<file path="config.mk">
export PLATFORM = sky130hd
export DESIGN_NAME = pmc_top
export DESIGN_NICKNAME = d
export VERILOG_FILES = /design/src/rtl/pmc_pkg.sv /design/src/rtl/pmc_decode.sv /design/src/rtl/pmc_ctrl.sv /design/src/rtl/pmc_top.sv
export SDC_FILE = /design/constraint.sdc
export NUM_CORES = 1
export LEC_CHECK = 0
export ABC_AREA = 1
export BUFFER_PORTS_ARGS = -buffer_cell sky130_fd_sc_hd__buf_2
export CAP_MARGIN = 20
export CORE_UTILIZATION = 45
export DETAILED_ROUTE_END_ITERATION = 8
export PLACE_DENSITY = 0.64
export SYNTH_ARGS = -nofsm -noshare
export SYNTH_HDL_FRONTEND = slang
export SYNTH_SLANG_ARGS = --single-unit
</file>
<file path="constraint.sdc">
create_clock -name clk_i -period 1.4 [get_ports clk_i]
set_input_delay 0.14 -clock clk_i [delete_from_list [all_inputs] [get_ports clk_i]]
set_output_delay 0.14 -clock clk_i [all_outputs]
set_load 0.05 [all_outputs]
</file>
<file path="src/rtl/pmc_pkg.sv">
package pmc_pkg;

    localparam int PMC_PTR_W = 10;
    localparam int PMC_BYTE_W = 8;

    typedef enum logic [1:0] {
        PG_DEFAULT = 2'd0,
        PG_FLASH   = 2'd1,
        PG_USER    = 2'd2
    } page_e;

    typedef enum logic [2:0] {
        OP_POINTER = 3'd0,
        OP_BLK_WR  = 3'd1,
        OP_BLK_RD  = 3'd2,
        OP_REBOOT  = 3'd3,
        OP_SAVE    = 3'd4,
        OP_MOVE    = 3'd5
    } op_e;

    typedef struct packed {
        logic                 legal;
        op_e                  op;
        page_e                dest;
        logic [PMC_PTR_W-1:0] ptr;
    } dec_t;

    typedef struct packed {
        logic                 pend;
        dec_t                 pdec;
        page_e                page;
        logic [PMC_PTR_W-1:0] ptr;
        logic                 blk_wr;
        logic                 blk_rd;
        logic                 reboot;
        logic                 save;
    } ctrl_st_t;

endpackage

</file>
<file path="src/rtl/pmc_decode.sv">
module pmc_decode
    import pmc_pkg::*;
#(
    parameter logic [PMC_BYTE_W-1:0] CMD_FIRST  = 8'hA5,
    parameter logic [PMC_PTR_W-1:0]  FLASH_BASE = 10'h200,
    parameter logic [PMC_BYTE_W-1:0] FLASH_LAST = 8'h8F,
    parameter logic [PMC_PTR_W-1:0]  USER_BASE  = 10'h300
) (
    input  logic [PMC_BYTE_W-1:0] byte_i,
    input  page_e                 page_i,
    output dec_t                  dec_o
);

    localparam int CMD_COUNT = 8;
    localparam logic [PMC_BYTE_W-1:0] CMD_LAST = CMD_FIRST + PMC_BYTE_W'(CMD_COUNT - 1);
    localparam int PAD_W = PMC_PTR_W - PMC_BYTE_W;

    logic                  is_cmd;
    logic [PMC_BYTE_W-1:0] cmd_ofs;
    logic [PMC_PTR_W-1:0]  byte_wide;

    assign is_cmd    = (byte_i >= CMD_FIRST) && (byte_i <= CMD_LAST);
    assign cmd_ofs   = byte_i - CMD_FIRST;
    assign byte_wide = {{PAD_W{1'b0}}, byte_i};

    always_comb begin
        dec_o       = '0;
        dec_o.op    = OP_POINTER;
        dec_o.dest  = page_i;
        dec_o.ptr   = '0;
        dec_o.legal = 1'b0;
        if (is_cmd) begin
            unique case (cmd_ofs[2:0])
                3'd0: begin dec_o.op = OP_BLK_WR; dec_o.legal = 1'b1; end
                3'd1: begin dec_o.op = OP_BLK_RD; dec_o.legal = 1'b1; end
                3'd2: begin dec_o.op = OP_REBOOT; dec_o.legal = 1'b1; end
                3'd3: begin dec_o.op = OP_SAVE;   dec_o.legal = 1'b1; end
                3'd4: begin
                    dec_o.op    = OP_MOVE;
                    dec_o.dest  = PG_FLASH;
                    dec_o.legal = (page_i == PG_DEFAULT);
                end
                3'd5: begin
                    dec_o.op    = OP_MOVE;
                    dec_o.dest  = PG_DEFAULT;
                    dec_o.legal = (page_i == PG_FLASH);
                end
                3'd6: begin
                    dec_o.op    = OP_MOVE;
                    dec_o.dest  = PG_USER;
                    dec_o.legal = (page_i == PG_FLASH);
                end
                default: begin
                    dec_o.op    = OP_MOVE;
                    dec_o.dest  = PG_FLASH;
                    dec_o.legal = (page_i == PG_USER);
                end
            endcase
        end else begin
            unique case (page_i)
                PG_FLASH: begin
                    dec_o.legal = (byte_i <= FLASH_LAST);
                    dec_o.ptr   = FLASH_BASE + byte_wide;
                end
                PG_USER: begin
                    dec_o.legal = 1'b1;
                    dec_o.ptr   = USER_BASE + byte_wide;
                end
                default: begin
                    dec_o.legal = 1'b1;
                    dec_o.ptr   = byte_wide;
                end
            endcase
        end
    end

endmodule

</file>
<file path="src/rtl/pmc_ctrl.sv">
module pmc_ctrl
    import pmc_pkg::*;
(
    input  logic                 clk_i,
    input  logic                 rst_ni,
    input  logic                 byte_vld_i,
    input  logic                 ack_slot_i,
    input  logic                 stop_i,
    input  dec_t                 dec_i,
    output page_e                page_o,
    output logic                 resp_vld_o,
    output logic                 resp_ack_o,
    output logic [PMC_PTR_W-1:0] ptr_o,
    output logic                 blk_wr_o,
    output logic                 blk_rd_o,
    output logic                 reboot_o,
    output logic                 save_o
);

    ctrl_st_t st_d, st_q;

    always_comb begin
        st_d        = st_q;
        st_d.reboot = 1'b0;
        st_d.save   = 1'b0;
        if (stop_i) begin
            st_d.blk_wr = 1'b0;
            st_d.blk_rd = 1'b0;
        end
        if (byte_vld_i) begin
            st_d.pend = 1'b1;
            st_d.pdec = dec_i;
        end else if (st_q.pend && stop_i) begin
            st_d.pend = 1'b0;
        end else if (st_q.pend && ack_slot_i) begin
            st_d.pend = 1'b0;
            if (st_q.pdec.legal) begin
                st_d.blk_wr = 1'b0;
                st_d.blk_rd = 1'b0;
                unique case (st_q.pdec.op)
                    OP_POINTER: st_d.ptr    = st_q.pdec.ptr;
                    OP_BLK_WR:  st_d.blk_wr = 1'b1;
                    OP_BLK_RD:  st_d.blk_rd = 1'b1;
                    OP_REBOOT: begin
                        st_d.page   = PG_DEFAULT;
                        st_d.ptr    = '0;
                        st_d.reboot = 1'b1;
                    end
                    OP_SAVE:    st_d.save = 1'b1;
                    default:    st_d.page = st_q.pdec.dest;
                endcase
            end
        end
    end

    always_ff @(posedge clk_i) begin
        if (!rst_ni) begin
            st_q      <= '0;
            st_q.page <= PG_DEFAULT;
            st_q.pdec <= '0;
        end else begin
            st_q <= st_d;
        end
    end

    assign page_o     = st_q.page;
    assign resp_vld_o = st_q.pend;
    assign resp_ack_o = st_q.pend & st_q.pdec.legal;
    assign ptr_o      = st_q.ptr;
    assign blk_wr_o   = st_q.blk_wr;
    assign blk_rd_o   = st_q.blk_rd;
    assign reboot_o   = st_q.reboot;
    assign save_o     = st_q.save;

    p_decision_follows_r2: assert property (@(posedge clk_i) disable iff (!rst_ni)
        byte_vld_i |=> (resp_vld_o && (resp_ack_o == $past(dec_i.legal))));

    p_blk_exclusive_r6: assert property (@(posedge clk_i) disable iff (!rst_ni)
        !(blk_wr_o && blk_rd_o));

    p_reboot_single_r7: assert property (@(posedge clk_i) disable iff (!rst_ni)
        reboot_o |=> !reboot_o);

    p_reboot_home_r7: assert property (@(posedge clk_i) disable iff (!rst_ni)
        reboot_o |-> (page_o == PG_DEFAULT && ptr_o == '0));

    p_save_single_r8: assert property (@(posedge clk_i) disable iff (!rst_ni)
        save_o |=> !save_o);

    p_user_entry_r10: assert property (@(posedge clk_i) disable iff (!rst_ni)
        (page_o == PG_USER && $past(page_o) != PG_USER) |-> $past(page_o) == PG_FLASH);

    p_stop_drops_r11: assert property (@(posedge clk_i) disable iff (!rst_ni)
        (resp_vld_o && stop_i && !byte_vld_i) |=>
            ($stable(ptr_o) && $stable(page_o) && !reboot_o && !save_o && !resp_vld_o));

    p_reject_inert_r12: assert property (@(posedge clk_i) disable iff (!rst_ni)
        (resp_vld_o && !resp_ack_o && ack_slot_i && !stop_i && !byte_vld_i) |=>
            ($stable(ptr_o) && $stable(page_o) && !reboot_o && !save_o));

endmodule

</file>
<file path="src/rtl/pmc_top.sv">
module pmc_top
    import pmc_pkg::*;
#(
    parameter logic [PMC_BYTE_W-1:0] CMD_FIRST  = 8'hA5,
    parameter logic [PMC_PTR_W-1:0]  FLASH_BASE = 10'h200,
    parameter logic [PMC_BYTE_W-1:0] FLASH_LAST = 8'h8F,
    parameter logic [PMC_PTR_W-1:0]  USER_BASE  = 10'h300
) (
    input  logic                  clk_i,
    input  logic                  rst_ni,
    input  logic [PMC_BYTE_W-1:0] byte_i,
    input  logic                  byte_vld_i,
    input  logic                  ack_slot_i,
    input  logic                  stop_i,
    output logic                  resp_vld_o,
    output logic                  resp_ack_o,
    output logic [PMC_PTR_W-1:0]  ptr_o,
    output logic [1:0]            page_o,
    output logic                  blk_wr_o,
    output logic                  blk_rd_o,
    output logic                  reboot_o,
    output logic                  save_o
);

    dec_t  dec;
    page_e page;

    pmc_decode #(
        .CMD_FIRST (CMD_FIRST),
        .FLASH_BASE(FLASH_BASE),
        .FLASH_LAST(FLASH_LAST),
        .USER_BASE (USER_BASE)
    ) u_decode (
        .byte_i(byte_i),
        .page_i(page),
        .dec_o (dec)
    );

    pmc_ctrl u_ctrl (
        .clk_i     (clk_i),
        .rst_ni    (rst_ni),
        .byte_vld_i(byte_vld_i),
        .ack_slot_i(ack_slot_i),
        .stop_i    (stop_i),
        .dec_i     (dec),
        .page_o    (page),
        .resp_vld_o(resp_vld_o),
        .resp_ack_o(resp_ack_o),
        .ptr_o     (ptr_o),
        .blk_wr_o  (blk_wr_o),
        .blk_rd_o  (blk_rd_o),
        .reboot_o  (reboot_o),
        .save_o    (save_o)
    );

    assign page_o = page;

endmodule

</file>
==> flow_metrics.py, run 1 <==
metrics = {
    "timing": {
        "setup_viol": 0,
        "finClkSkew_ns": 0.006087,
        "finalMaxSlewViolations": 0,
        "fin_crit_ns": 1.303,
        "relSlewSlack_pct": 77.20,
        "rsz0062_at_grt": "true",
        "max_freq_mhz": 767.3,
        "holdWs_ns": 0.09855,
        "hold_violations": 0,
        "worst_pin_slew_ns": 0.3417,
        "worst_slack_ns": 0.09678,
        "setup_tns_ns": 0,
        "period_share_pct": 93.09,
    },
    "setup_path": {
        "cp_num_buf_inv": 2,
        "crit_type": "reg2reg",
        "crit_family": "simple AND/OR/NAND/NOR gates",
        "crit_fanout": 10,
        "crit_path_top_delay_cell": "dfxtp_2",
        "cp.required_ns": 1.58,
        "path_cells": "nand2_1, nor2_4, nand2_1, inv_2, nand2_2, buf_4, a21oi_1, nor2_1",
        "critPathArrivalTime_ns": 1.48,
        "r2r_slack_ns": 0.1,
        "end_kind": "flip-flop",
        "critPathMaxStageDelay_ns": 0.35,
        "start_kind": "flip-flop",
        "rr_worst_depth": 8,
        "timing.rr.start": "u_ctrl.resp_vld_o",
        "critPathMostFrequentCell": "nand2_1",
        "r2r_end": "u_ctrl.ptr_o[7]",
    },
    "clocking": {
        "clk_pin_slew_ns": 0.06,
        "cts.sinks": 33,
        "cts_max_path_buffers": 2,
        "cts_made_buffers": 5,
        "cts-root-buf": "clkbuf_8",
        "postCtsHoldBufs": 0,
        "cts_tree": "done",
        "htree_levels": 2,
        "clock_latency_ns": 0.29,
    },
    "pwr": {
        "pwr-share-clk_pct": 39.2,
        "leakage_nw": 0.9659,
        "p_sw_share_pct": 25.31,
        "ir_drop_mv": 0.6187,
        "p_per_area_nw_per_um2": 1011,
        "combPwrFrac_pct": 11.5,
        "power.switching_mw": 0.5077,
        "internal_power_mw": 1.498,
        "power_frac_seq_pct": 49.2,
        "power.total_mw": 2.006,
    },
    "logic_synthesis": {
        "ys_seq_area_share_pct": 39.08,
        "syn_nets": 251,
        "synth_top_area_cell": "dfxtp_1",
        "ys_seq_elements": 33,
        "netlist_area_um2": 1690,
        "synthTopCellsByArea": "dfxtp_1, nand2_1, a21oi_1",
        "synth_cells": 234,
        "yosysWarnings": 0,
        "synth_top_cell_area_share_pct": 39.08,
        "syn_area_per_cell_um2": 7.224,
        "synthDistinctLibCells": 28,
    },
    "hold_path": {
        "hold_depth": 3,
        "min-delay-start": "byte_i[6]",
        "hp-class": "in2reg",
        "min_to": "u_ctrl.st_q[22]",
    },
    "global_route": {
        "track_usage_pct": 20.71,
        "grt_overflow_total": 0,
        "grt_max_degree": 25,
        "grt_pass1_vias": 1418,
        "grt_pass1_wl_mm": 6.313,
        "antenna_found_initial": 0,
    },
    "layout": {
        "n_antenna_cell": 0,
        "final_core_util_pct": 57.22,
        "multi_input_area_um2": 774.5,
        "num-fill-cells": 364,
        "layout-drive-gt1-share_pct": 26.22,
        "register_area_um2": 663.1,
        "final_nets": 283,
        "area_delta_synth_final_pct": 17.39,
    },
    "detailed_routing": {
        "drtIter0Drc": 65,
        "post_drt_wl_per_cell_um": 11.37,
        "met3_length_um": 178,
        "route.met2.wl_mm": 1.606,
        "ant_nets": 0,
        "top_layer": "met4",
        "routed_via_density": 4.952,
        "vias": 1550,
        "wl_met1_mm": 1.729,
        "route.detailed.drc": 0,
        "dr.pass1.iters": 4,
        "drt_wl_total_mm": 3.559,
    },
    "job": {
        "drv_cap": 0,
    },
    "die": {
        "die_h_um": 63.29,
        "dieArea_um2": 4006,
        "rows": 21,
        "ioPinCount": 31,
        "die_x_um": 63.29,
        "coreArea_um2": 3468,
        "start_util_pct": 48.74,
    },
    "place": {
        "place_ws_ns": -0.03238,
        "place.gp.congestion": 0.7946,
        "hpwl_mm": 2.623,
        "io_buffers": 30,
    },
    "outcome": {
        "status": "completed",
    },
}
-- sequential cells by signal, summed over array words and instances, names as in the netlist --
| signal | flops |
|---|---|
| u_ctrl.ptr_o | 10 |
| u_ctrl.reboot_o | 1 |
| u_ctrl.page_o | 2 |
| u_ctrl.st_q | 16 |
| u_ctrl.save_o | 1 |
| u_ctrl.resp_vld_o | 1 |
| u_ctrl.blk_rd_o | 1 |
| u_ctrl.blk_wr_o | 1 |
-- Yosys cell counts, drive strengths merged --
library cell and number:
a21oi 26, buf 16, clkbuf 3, clkinv 2
dfxtp 33, ha 4, inv 33, nand2 42
nand3 15, nand3b 1, nand4 4, nor2 28
nor3 1, o2111ai 5, o211ai 5, o21ai 14
o31ai 2
-- area by class of cell --
class,count,area share [%]
clock buffers,7,4.855
clock inverters,1,0.2522
inverters,35,6.683
multi-input cells,147,39.03
flip-flops and latches,33,33.42
well taps,46,2.900
repair buffers,44,12.86
-- logic make-up after synthesis --
family          Yosys count  synth area share [%]
compound gates           52                 18.21
fa+ha+maj                 4                 2.961
buf+inv                  54                 15.32
flops                    33                 39.08
simple gates             91                 24.43
-- worst max-delay path by stage --
stage                                  from                to  cells after the start
after detailed placement          byte_i[0]   u_ctrl.st_q[31]                      8
after CTS                   u_ctrl.st_q[31]   u_ctrl.ptr_o[7]                      8
after global routing      u_ctrl.resp_vld_o  u_ctrl.page_o[1]                      7
after global placement            byte_i[0]   u_ctrl.st_q[31]                      8
after floorplan           u_ctrl.resp_vld_o   u_ctrl.ptr_o[2]                      8
final                     u_ctrl.resp_vld_o   u_ctrl.ptr_o[7]                      8
-- worst reg2reg max path: stages (launching register included) --
cell,delay [ns]
dfxtp_2,0.35
nand2_1,0.11
nor2_4,0.15
nand2_1,0.10
inv_2,0.07
nand2_2,0.05
buf_4,0.17
a21oi_1,0.13
nor2_1,0.06
-- power by group through the flow --
| stage | Clock [mW] | Combinational, mW | Sequential (mW) |
|---|---|---|---|
| floorplan | 0 | 0.149 | 1.01 |
| global placement | 0 | 0.229 | 1.01 |
| detailed placement | 0 | 0.229 | 1.01 |
| CTS | 0.809 | 0.230 | 0.986 |
| global route | 0.859 | 0.261 | 0.991 |
| finish | 0.787 | 0.231 | 0.988 |
-- metrics by stage --
stage / std cells / instance area [µm²]
after floorplan: 234 / 1692
after global placement: 303 / 1863
after detailed placement: 303 / 1863
after CTS: 311 / 1964
after global routing: 313 / 1984
final: 313 / 1984
-- cells in the final DEF (no fill, tap or decap) --
cell	synthesis	final
buf_4	12	14
dfxtp_1	33	31
o211ai_1	5	5
nor2_1	26	26
nand3_1	14	14
inv_1	30	30
nand3b_1	1	1
nor3_1	1	1
clkbuf_8	0	7
dfxtp_2	0	2
nand2_4	1	1
ha_1	4	4
nand2_2	4	4
nand3_2	1	1
clkinv_2	1	2
a21oi_2	3	4
o31ai_1	2	2
inv_2	3	3
clkinv_1	1	1
buf_2	2	30
nor2_4	2	2
nand4_1	4	4
o2111ai_1	5	5
nand2_1	37	37
o21ai_1	2	2
o21ai_0	12	12
a21oi_1	23	22
-- routing by layer --
| layer | global-route usage [%] | vias up |
|---|---|---|
| li1 | - | 816 |
| met1 | 26.31 | 695 |
| met2 | 31.85 | 34 |
| met3 | 4.891 | 5 |
| met4 | 11.93 | 0 |
| met5 | 0 | - |
-- repair_timing --
item | CTS | global route
buffers inserted | 0 | 2
setup endpoints to repair | 0 | 8
resized for setup | 0 | 2
Note: power is estimated with default switching activity, not from simulation.
==> run 2, diff against run 1 <==
HOLD_SLACK_MARGIN = 0.12   (was default)
==> run 2 against run 1 <==
  * Clock-buffer cell count did not move
  * Register-to-register slack improved by 0.03 ns
  * Clock power hardly changed
  * Cell area up 1.5%
  * Utilization is 0.83 points higher
  * Via count increased by 0.77%
  * Largest cell class unchanged
  * Wire length grew 1.7%
  * Die area is the same
  * Sequential share of layout area down 0.48 points
  * Worst hold slack better by 0.068 ns
==> flow_metrics.py, run 2 (synthesized netlist as in run 1, its figures left out) <==
metrics = {
    "outcome": {
        "status": "completed",
    },
    "clocking": {
        "cts_tree": "done",
        "cts_made_buffers": 5,
        "cts-root-buf": "clkbuf_8",
        "htree_levels": 2,
        "cts.sinks": 33,
        "cts_max_path_buffers": 2,
        "clock_latency_ns": 0.29,
        "clk_pin_slew_ns": 0.07,
    },
    "die": {
        "ioPinCount": 31,
        "dieArea_um2": 4006,
        "start_util_pct": 48.74,
        "die_h_um": 63.29,
        "coreArea_um2": 3468,
        "rows": 21,
        "die_x_um": 63.29,
    },
    "detailed_routing": {
        "dr.pass1.iters": 4,
        "ant_nets": 0,
        "drt_wl_total_mm": 3.619,
        "route.detailed.drc": 0,
        "post_drt_wl_per_cell_um": 11.45,
        "vias": 1562,
        "drtIter0Drc": 78,
        "routed_via_density": 4.943,
    },
    "global_route": {
        "track_usage_pct": 21.13,
        "grt_overflow_total": 0,
        "grt_max_degree": 25,
        "antenna_found_initial": 0,
        "grt_pass1_vias": 1440,
        "grt_pass1_wl_mm": 6.430,
    },
    "pwr": {
        "pwr-share-clk_pct": 39.2,
        "power.total_mw": 2.015,
        "p_per_area_nw_per_um2": 1001,
        "ir_drop_mv": 0.6190,
        "power.switching_mw": 0.5113,
        "p_sw_share_pct": 25.38,
        "internal_power_mw": 1.504,
        "combPwrFrac_pct": 11.8,
        "leakage_nw": 0.9795,
        "power_frac_seq_pct": 49.0,
    },
    "layout": {
        "layout-drive-gt1-share_pct": 25.93,
        "final_common_cell": "nand2_1",
        "regMostFlops": "u_ctrl.st_q",
        "n_antenna_cell": 0,
        "final_nets": 286,
        "multi_input_area_um2": 773.2,
        "postLayoutCellArea_um2": 2013,
        "area_delta_synth_final_pct": 19.10,
        "mostFrequentLayoutCells": "nand2_1, dfxtp_1, inv_1, buf_2, nor2_1",
        "num-fill-cells": 360,
        "largest_register_ffs": 16,
        "register_area_um2": 663.1,
    },
    "place": {
        "hpwl_mm": 2.623,
        "placed_area_um2": 1863,
        "io_buffers": 30,
        "place.gp.congestion": 0.7946,
    },
    "timing": {
        "worst_pin_slew_ns": 0.3404,
        "setup_tns_ns": 0,
        "max_freq_mhz": 785.2,
        "period_share_pct": 90.96,
        "rsz0062_at_grt": "false",
        "finalMaxSlewViolations": 0,
        "relSlewSlack_pct": 77.28,
        "hold_violations": 0,
        "setup_viol": 0,
        "finClkSkew_ns": 0.006102,
        "fin_crit_ns": 1.273,
    },
    "setup_path": {
        "crit_fanout": 10,
        "crit_type": "reg2reg",
        "critPathArrivalTime_ns": 1.45,
        "end_kind": "flip-flop",
        "start_kind": "flip-flop",
        "cp.required_ns": 1.58,
    },
    "hold_path": {
        "hp-class": "in2reg",
    },
    "job": {
        "drv_cap": 0,
    },
}
-- run 2: changes by cell type in the layout (fill, tap and decap cells not counted) --
| cell | before | now |
|---|---|---|
| nand2_2 | 4 | 5 |
| a21oi_2 | 4 | 3 |
| a21oi_1 | 22 | 23 |
| nand2_1 | 37 | 36 |
| dlygate4sd3_1 | 0 | 3 |
-- run 2: critical path: stages, from the launching register on --
cell     delay, ns
dfxtp_2       0.36
nand2_2       0.08
nor2_4        0.14
nand2_1       0.10
inv_2         0.07
nand2_2       0.05
buf_4         0.17
a21oi_1       0.12
nor2_1        0.08
-- run 2: layout make-up --
| class | count | area share [%] |
|---|---|---|
| timing repair buffer | 47 | 14.17 |
| sequential | 33 | 32.94 |
| inverter | 35 | 6.588 |
| multi-input combinational | 147 | 38.41 |
| clock buffer | 7 | 4.786 |
| clock inverter | 1 | 0.2486 |
| tap | 46 | 2.859 |
-- run 2: per-layer routing --
metal  global-route usage, %  share of wire [%]
met4                   11.93                1.9
met5                       0                  0
met2                   32.93                 45
met3                   4.891                5.0
met1                   26.64                 48
-- run 2: repair_timing --
item | in CTS | in global routing
gates resized for setup | 0 | 2
hold endpoints to repair | 3 | 0
setup buffers | 0 | 2
hold buffers | 3 | 0
setup endpoints to repair | 0 | 8
-- run 2: stage by stage --
| step | std cells | setup WS (ns) | util [%] | hold WS [ns] |
|---|---|---|---|---|
| after floorplan | 234 | 0.01700 | - | 0.2733 |
| after global placement | 303 | 0.02524 | 53.72 | 0.3879 |
| after detailed placement | 303 | -0.03238 | 53.72 | 0.3961 |
| after CTS | 314 | 0.1036 | 57.50 | 0.1643 |
| after global routing | 316 | 0.01474 | 58.04 | 0.1844 |
| final | 316 | 0.1265 | 58.04 | 0.1666 |
-- run 2: final timing paths --
path	from	endpoint	slack, ns	cells after the start
setup reg to reg	u_ctrl.resp_vld_o	u_ctrl.ptr_o[4]	0.13	8
hold / removal	ack_slot_i	u_ctrl.resp_vld_o	0.17	4
hold reg to reg	u_ctrl.ptr_o[1]	u_ctrl.ptr_o[1]	0.46	2
setup / recovery	u_ctrl.resp_vld_o	u_ctrl.ptr_o[4]	0.13	8
-- run 2: power by group through the flow --
| stage | Combinational, mW | Clock (mW) | Sequential, mW |
|---|---|---|---|
| final | 0.238 | 0.789 | 0.988 |
| after global routing | 0.268 | 0.863 | 0.991 |
| after global placement | 0.229 | 0 | 1.01 |
| after detailed placement | 0.229 | 0 | 1.01 |
| after floorplan | 0.149 | 0 | 1.01 |
| after CTS | 0.236 | 0.809 | 0.986 |
